--- src/rtl/clkroot_gen.sv ---
module clkroot_gen #(
  parameter int MND_W = 16,
  parameter int DW    = 32,
  parameter int AW    = 3,
  parameter int HW    = 5
) (
  input  logic          clk,
  input  logic          rst_n,
  input  logic          ref_ce,
  input  logic          pll_ce,
  input  logic          bus_wr,
  input  logic [AW-1:0] bus_addr,
  input  logic [DW-1:0] bus_wdata,
  output logic [DW-1:0] bus_rdata,
  output logic          clk_out,
  output logic          out_ce
);
  localparam int CFG_W = 14;
  localparam int PW    = HW + 1;
  localparam logic [AW-1:0] A_CFG = AW'(0);
  localparam logic [AW-1:0] A_M   = AW'(1);
  localparam logic [AW-1:0] A_N   = AW'(2);
  localparam logic [AW-1:0] A_D   = AW'(3);
  localparam logic [AW-1:0] A_CMD = AW'(4);

  logic [CFG_W-1:0] sh_cfg;
  logic [MND_W-1:0] sh_m, sh_n, sh_d;
  logic [2:0]       ac_src;
  logic [HW-1:0]    ac_h;
  logic [1:0]       ac_mode;
  logic [MND_W-1:0] ac_m, ac_n, ac_d;
  logic             pend;
  logic [PW-1:0]    phase;
  logic [MND_W-1:0] acc;

  logic [PW-1:0]    period;
  logic             tick, mnd_on, pre_wrap, wrap_hit, event_now, idle, apply, cmd_req;
  logic [MND_W-1:0] n_val, dthr, acc_nx;
  logic [MND_W:0]   sum;
  logic             unused_hi;

  assign unused_hi = ^bus_wdata[DW-1:CFG_W];
  assign period    = (ac_h == '0) ? PW'(2) : {1'b0, ac_h} + PW'(1);
  assign tick      = (ac_src == 3'd0) ? ref_ce : (ac_src == 3'd1) ? pll_ce : 1'b0;
  assign mnd_on    = (ac_mode == 2'd2) && (ac_n != '0);
  assign n_val     = ~ac_n + ac_m;
  assign dthr      = ~ac_d;
  assign pre_wrap  = tick && (phase == period - PW'(1));
  assign sum       = {1'b0, acc} + {1'b0, ac_m};
  assign wrap_hit  = sum >= {1'b0, n_val};
  assign acc_nx    = wrap_hit ? (acc + ac_m - n_val) : (acc + ac_m);
  assign event_now = mnd_on ? (pre_wrap && wrap_hit) : pre_wrap;
  assign idle      = (ac_src > 3'd1) || (mnd_on && ac_m == '0);
  assign apply     = pend && (event_now || idle);
  assign cmd_req   = bus_wr && (bus_addr == A_CMD) && bus_wdata[0];

  assign clk_out = mnd_on ? ({acc, 1'b0} < {1'b0, dthr})
                          : ({phase, 1'b0} < {1'b0, period});

  always_ff @(posedge clk) begin
    if (!rst_n) begin
      sh_cfg  <= '0;
      sh_m    <= '0;
      sh_n    <= '0;
      sh_d    <= '0;
      ac_src  <= '0;
      ac_h    <= '0;
      ac_mode <= '0;
      ac_m    <= '0;
      ac_n    <= '0;
      ac_d    <= '0;
      pend    <= 1'b0;
      phase   <= '0;
      acc     <= '0;
      out_ce  <= 1'b0;
    end else begin
      if (bus_wr && bus_addr == A_CFG) sh_cfg <= bus_wdata[CFG_W-1:0];
      if (bus_wr && bus_addr == A_M)   sh_m   <= bus_wdata[MND_W-1:0];
      if (bus_wr && bus_addr == A_N)   sh_n   <= bus_wdata[MND_W-1:0];
      if (bus_wr && bus_addr == A_D)   sh_d   <= bus_wdata[MND_W-1:0];
      pend   <= (pend && !apply) || cmd_req;
      out_ce <= event_now;
      if (apply) begin
        ac_src  <= sh_cfg[10:8];
        ac_h    <= sh_cfg[HW-1:0];
        ac_mode <= sh_cfg[13:12];
        ac_m    <= sh_m;
        ac_n    <= sh_n;
        ac_d    <= sh_d;
        phase   <= '0;
        acc     <= '0;
      end else if (tick) begin
        phase <= pre_wrap ? '0 : phase + PW'(1);
        if (pre_wrap && mnd_on) acc <= acc_nx;
      end
    end
  end

  always_comb begin
    case (bus_addr)
      A_CFG:   bus_rdata = {{(DW-CFG_W){1'b0}}, sh_cfg};
      A_M:     bus_rdata = {{(DW-MND_W){1'b0}}, sh_m};
      A_N:     bus_rdata = {{(DW-MND_W){1'b0}}, sh_n};
      A_D:     bus_rdata = {{(DW-MND_W){1'b0}}, sh_d};
      A_CMD:   bus_rdata = {{(DW-1){1'b0}}, pend};
      default: bus_rdata = '0;
    endcase
  end

  assert_pend_set_R4: assert property (@(posedge clk) disable iff (!rst_n)
    cmd_req |=> pend);

  assert_hold_active_R3: assert property (@(posedge clk) disable iff (!rst_n)
    !pend |=> ($stable(ac_src) && $stable(ac_h) && $stable(ac_mode) &&
               $stable(ac_m) && $stable(ac_n) && $stable(ac_d)));

  assert_quiet_reserved_R6: assert property (@(posedge clk) disable iff (!rst_n)
    (ac_src > 3'd1) |=> !out_ce);

  assert_idle_apply_R5: assert property (@(posedge clk) disable iff (!rst_n)
    (pend && ac_src > 3'd1 && !(bus_wr && bus_addr == A_CMD)) |=> !pend);

  assert_phase_range_R7: assert property (@(posedge clk) disable iff (!rst_n)
    phase < period);

  assert_event_restart_R11: assert property (@(posedge clk) disable iff (!rst_n)
    out_ce |-> phase == '0);
endmodule

--- config.mk ---
export PLATFORM = sky130hd
export DESIGN_NAME = clkroot_gen
export DESIGN_NICKNAME = d
export VERILOG_FILES = /design/src/rtl/clkroot_gen.sv
export SDC_FILE = /design/constraint.sdc
export NUM_CORES = 1
export LEC_CHECK = 0
export BUFFER_PORTS_ARGS = -buffer_cell sky130_fd_sc_hd__buf_4
export CAP_MARGIN = 15
export CORE_MARGIN = 2
export CORE_UTILIZATION = 40
export DETAILED_ROUTE_END_ITERATION = 7
export PLACE_DENSITY = 0.54
export REMOVE_ABC_BUFFERS = 1
export SYNTH_ARGS = -nofsm -noshare
export SYNTH_HDL_FRONTEND = slang
export SYNTH_SLANG_ARGS = --single-unit
--- constraint.sdc ---
create_clock -name clk -period 12 [get_ports clk]
set_clock_uncertainty 0.15 [all_clocks]
set_input_delay 0 -clock clk [delete_from_list [all_inputs] [get_ports clk]]
set_output_delay 0 -clock clk [all_outputs]
set_load 0.05 [all_outputs]
======== After elaboration in Yosys (flattened, before gate mapping) ========
Index checks and enable logic that the tools add are counted.
storage, ports and cells
  memory bits (read-only) ................. 0
  output and inout port bits .............. 34
  bits in latches ......................... 0
  memories kept ........................... 0
  register bits after elaboration ......... 144
  input bits .............................. 40
  memory bits (writable) .................. 0
cells by class
  $mul .................................... 0
  shifts and indexed selects .............. 0
  multiplexer cells ....................... 8
  eq/ne operators ......................... 7
  magnitude comparators ................... 4
  add/subtract/negate cells ............... 7
  reduce and logical (&&, ||, !) cells .... 24
  bitwise logic cells ..................... 3
  divide/modulo/power cells ............... 0
operators by type and width
  kind                                                           number
  one-hot mux 16 bit (5 select lines)                            1
  adder 16 bit                                                   2
  NOT 16 bit                                                     2
  adder 16 x 16 -> 17 bit                                        1
  >= comparator 17 x 16 -> 1 bit                                 1
  less-than comparator 17 x 16 -> 1 bit                          1
  logical NOT 16 bit                                             1
  2-to-1 mux 16 bit                                              1
  nonzero test 16 bit                                            1
  subtractor 16 bit                                              1
  logical AND 1 bit                                              13
  2-to-1 mux 6 bit                                               2
  less-than comparator 7 x 6 -> 1 bit                            1
  adder 5 x 1 -> 6 bit, second input constant                    1
  adder 6 x 1 -> 6 bit, second input constant                    1
  equality test 3 x 1 -> 1 bit, second input constant            2
  equality test 3 x 2 -> 1 bit, second input constant            2
  equality test 6 bit                                            1
  logical NOT 3 bit                                              2
  subtractor 6 x 1 -> 6 bit, second input constant               1
  logical NOT 5 bit                                              1
  2-to-1 mux 1 bit                                               4
  equality test 3 bit, second input constant                     1
  greater-than comparator 3 x 1 -> 1 bit, second input constant  1
  6 further kinds                                                8

======== Longest topological paths before layout ========
  word-level depth ........................ 12
  mapped depth ............................ 23

======== Worst setup path after synthesis ========
Ideal clock, no wire load.
  path type ............................... reg-to-reg
  start ................................... register ac_m[0]
  end ..................................... register acc[1]
  setup slack ............................. 7.816 ns
  clock period less this slack ............ 4.184 ns
  stages on the path, launching flop included .. 22
  data required time ...................... 11.764 ns
  data arrival time ....................... 3.948 ns
  library setup time ...................... 0.086 ns
  path through ............................ dfxtp_1 > ha_1 > inv_1 > fa_1 > nor2b_1 > o21a_1 > o21ai_0 > a21o_1 > a21oi_1 > o31ai_1 > nor4bb_1 > a211oi_1 > ha_1 > a21oi_1 > nand2_1 > o21ai_0 > o211ai_1 > nor2_1 > clkbuf_1 > clkbuf_1 > a21oi_1 > a211oi_1
on the way
  longest elaborated chain between the ends .. 7
  elaborated cells between the ends (all ways) .. 14
  those cells by class .................... add/sub (4); order compare (1); mux (2); reduce/logical (7)
RTL lines
  item                                                     line    text
  start, declared                                          31      logic [MND_W-1:0] ac_m, ac_n, ac_d;
  start signal, assigned                                   87      ac_m <= sh_m;
  adder 16 x 16 -> 17 bit or adder 16 bit (tied branches)  49, 46
  >= comparator 17 x 16 -> 1 bit                           50      assign wrap_hit = sum >= {1'b0, n_val};
  logical AND 1 bit                                        52      assign event_now = mnd_on ? (pre_wrap && wrap_hit) : pre_wrap;
  2-to-1 mux 1 bit                                         52
  logical OR 1 bit                                         54      assign apply = pend && (event_now || idle);
  logical AND 1 bit                                        54
  OR reduction 2 bit (no source line)                      n/a
  end signal, assigned                                     94      if (pre_wrap && mnd_on) acc <= acc_nx;
  end, declared                                            34      logic [MND_W-1:0] acc;
Several ways; a longest one is shown, not always the timed one.
A chain may end at the register's enable or synchronous reset.

======== Final worst setup path ========
  start ................................... register ac_m[1]
  end ..................................... register ac_m[12]
on the way
  longest elaborated chain between the ends .. 6
  elaborated cells between the ends (all ways) .. 10
  those cells by class .................... add/sub (2); order compare (1); mux (1); reduce/logical (6)
RTL lines
  item                                                     line
  adder 16 x 16 -> 17 bit or adder 16 bit (tied branches)  49, 46
  >= comparator 17 x 16 -> 1 bit                           50
  logical AND 1 bit                                        52
  2-to-1 mux 1 bit                                         52
  logical OR 1 bit *                                       54
  logical AND 1 bit *                                      54
Every way passes the cells marked *; elsewhere a longest branch is shown, timed or not.

==> impl_metrics.json <==
{
  "drive_above_1_share_pct": 9.099,
  "clock_latency_ns": 0.43,
  "arrival_ns": 5.76,
  "ios": 74,
  "relSlewSlack_pct": 28.35,
  "start_kind": "flip-flop",
  "synth_top_area_share_pct": 31.60,
  "max_slew.worst_pin.slew_ns": 1.075,
  "cts_resized": 0,
  "period_needed_ns": 5.554,
  "grt_pass1_vias": 7381,
  "grt_max_degree": 112,
  "fmax_ghz": 0.1801,
  "start_util_pct": 40.54,
  "hold-worst-slack_ns": 0.07082,
  "drv_slew": 0,
  "synth_flop_cell": "dfxtp_1",
  "worst-setup-path-type": "flip-flop to flip-flop",
  "regArea_um2": 2883,
  "cap_viol_max_count": 0,
  "cp_max_fo": 111,
  "slowest_delay_ns": 0.82,
  "status": "finished clean",
  "cts.sinks": 144,
  "critPathBufInv": 1,
  "grt_pass1_wl_um": 40100,
  "antenna_found_initial": 0,
  "cts_root_buffer": "clkbuf_16",
  "cpMaxStageDelayCell": "buf_4",
  "crit_family": "compound AO/OA/AOI/OAI gates",
  "syn_area_um2": 9122,
  "cp_cell_sequence": "ha_1 -> a211oi_1 -> o21ai_0 -> a221oi_1 -> a211oi_1 -> o21ai_0 -> nand2b_1 -> a21oi_1 -> xnor2_1 -> ha_1 -> and3_1 -> o211ai_1 -> a21oi_1 -> o31ai_1 -> o21ai_4 -> buf_4 -> nand3_1 -> o21ai_1",
  "cts_setup_buffers": 0,
  "dr.first_iter.drc_count": 481,
  "synth_edf_count": 0,
  "fin_cells": 1450,
  "numCtsBuffers": 17,
  "p_int_uw": 783.2,
  "wl_per_cell_um": 16.93,
  "rows": 55,
  "syn_area_per_cell_um2": 8.094,
  "placedCellCount": 1398,
  "cp-end-kind": "flip-flop",
  "ys_ff_latch": 144,
  "hold_viol": 0,
  "power_frac_seq_pct": 45.0,
  "path_clk_slew_ns": 0.07,
  "die-area_um2": 24030,
  "drc": 0,
  "worstPathRequired_ns": 12.20,
  "layout_worst_path_cycle_share_pct": 46.28,
  "p_leak_uw": 0.004098,
  "num_vias": 7784,
  "postSynthCellCount": 1127,
  "cts_buffer_depth": 2,
  "wirelength_um": 24550,
  "multiInputGateArea_um2": 5761,
  "ys_types": 71,
  "postRouteAntennaNets": 0,
  "p_comb_share_pct": 7.0,
  "vias_per_cell": 5.368,
  "core_area_um2": 22500,
  "area_delta_synth_final_pct": 12.28,
  "ir_drop_mv": 0.09237,
  "rsz0062_at_grt": "false",
  "finalSetupViolations": 0,
  "cts_tree": "built",
  "die-height_um": 155.0,
  "async_reset_ff_share_pct": 0,
  "grt.overflow.total": 0,
  "p_per_area_nw_per_um2": 105.6,
  "n_fill_cell": 2237,
  "hold_class": "input pin to flip-flop",
  "nets": 1266,
  "swShare_pct": 27.62,
  "yosysTopAreaCell": "dfxtp_1",
  "tns_ns": 0,
  "p_switching_uw": 298.9,
  "routabilityCongestion": 0.8037,
  "hpwl_um": 17160,
  "postCtsHoldBufs": 19,
  "p_clk_share_pct": 48.0,
  "grt_use_total_pct": 21.30,
  "antenna_cells": 0,
  "numPortBuffers": 41,
  "yosys-top-cells-area": "dfxtp_1, ha_1, nand2_1, a21boi_0, nand3_1",
  "first_pass_iters": 5,
  "die_w_um": 155.0,
  "h-tree-depth": 4,
  "ys_seq_area_share_pct": 31.60,
  "yosysWarnings": 0
}
-- tightest hold or removal path: stages --
cell	delay (ns)
buf_4	0.23
nor2_1	0.22
a32o_1	0.14
-- synthesized netlist by cell type (4+ instances only) --
master    count
a211oi_1     24
a21boi_0     64
a21o_1       21
a21oi_1      47
and3_1        6
buf_1         7
buf_4        20
buf_6         7
clkbuf_1     36
dfxtp_1     144
ha_1         71
inv_1        32
mux2i_1      10
mux4_2       13
nand2_1     220
nand2b_1      5
nand3_1      71
nand3b_1      4
nand4_1      10
nor2_1       53
nor2b_1      25
nor3_1       13
nor4_1        7
o211ai_1      4
o21a_1        9
o21ai_0      31
o21ai_1      53
or3_1         6
or4_1         4
xnor2_1      27
xor2_1       18
-- cell families after synthesis --
group,share of synthesized area (%)
other cells,0.04111
simple gates,22.15
flops,31.60
compound gates,21.01
mux,4.554
fa+ha+maj,10.40
buf+inv,5.925
xor+xnor,4.320
-- through the flow --
| stage | util (%) | power [uW] | worst slack (ns) | instance area [um2] |
|---|---|---|---|---|
| 2_1_floorplan | - | 534.6 | 7.026 | 8758 |
| 3_3_place_gp | 42.10 | 568.6 | 6.506 | 9473 |
| 3_5_place_dp | 42.10 | 568.7 | 6.488 | 9473 |
| 4_1_cts | 45.47 | 1089 | 6.437 | 10230 |
| 5_1_grt | 45.52 | 1119 | 5.840 | 10240 |
| 6_report | 45.52 | 1082 | 6.446 | 10240 |
-- power by group through the flow --
stage                     registers (uW)  clock network (uW)  logic, uW
after CTS                            487                 526       75.4
after floorplan                      497                   0       37.5
after global placement               498                   0       70.3
after detailed placement             498                   0       70.5
after global routing                 488                 549       81.6
final                                487                 519       75.4
-- state kept, by name (all words and copies together), names as in the netlist, 2 cells and up --
register,count
ac_h,5
sh_n,16
ac_m,16
acc,16
ac_n,16
sh_m,16
sh_d,16
sh_cfg,14
ac_mode,2
ac_d,16
ac_src,3
phase,6
-- path summary, 6_finish.rpt --
path / start / endpoint / slack, ns / depth (start not counted)
worst max-delay path: ac_m[1] / ac_m[12] / 6.45 / 18
worst min-delay path: bus_addr[0] / pend / 0.07 / 3
worst max register to register: ac_m[1] / ac_m[12] / 6.45 / 18
worst min register to register: ac_mode[1] / ac_mode[1] / 0.30 / 2
-- cell usage in the layout (no fill, tap or decap), types with 10 or more instances in the layout --
cell / count
a211oi_1: 24
a21boi_0: 64
a21o_1: 21
a21oi_1: 47
buf_4: 47
clkbuf_16: 17
conb_1: 16
dfxtp_1: 144
dlygate4sd3_1: 19
ha_1: 71
inv_1: 32
mux2i_1: 10
mux4_2: 13
nand2_1: 220
nand3_1: 71
nand4_1: 10
nor2_1: 51
nor2b_1: 25
nor3_1: 13
o21ai_0: 31
o21ai_1: 53
xnor2_1: 27
xor2_1: 18
-- per-layer routing --
layer | GRT usage, % | part of all wire (%) | vias to the layer above
li1 | - | - | 4006
met4 | 5.247 | 1.4 | 0
met1 | 30.47 | 50 | 3629
met5 | 0 | 0 | -
met2 | 33.82 | 45 | 127
met3 | 3.092 | 3.3 | 22
-- area by class of cell --
| type | instances | area share, % |
|---|---|---|
| flip-flops and latches | 144 | 28.15 |
| inverters | 32 | 1.173 |
| clock buffers | 17 | 4.153 |
| well taps | 285 | 3.482 |
| multi-input cells | 890 | 56.24 |
| repair buffers | 67 | 5.412 |
| clock inverters | 15 | 1.393 |
No activity file was read; power rests on OpenSTA's default activity.
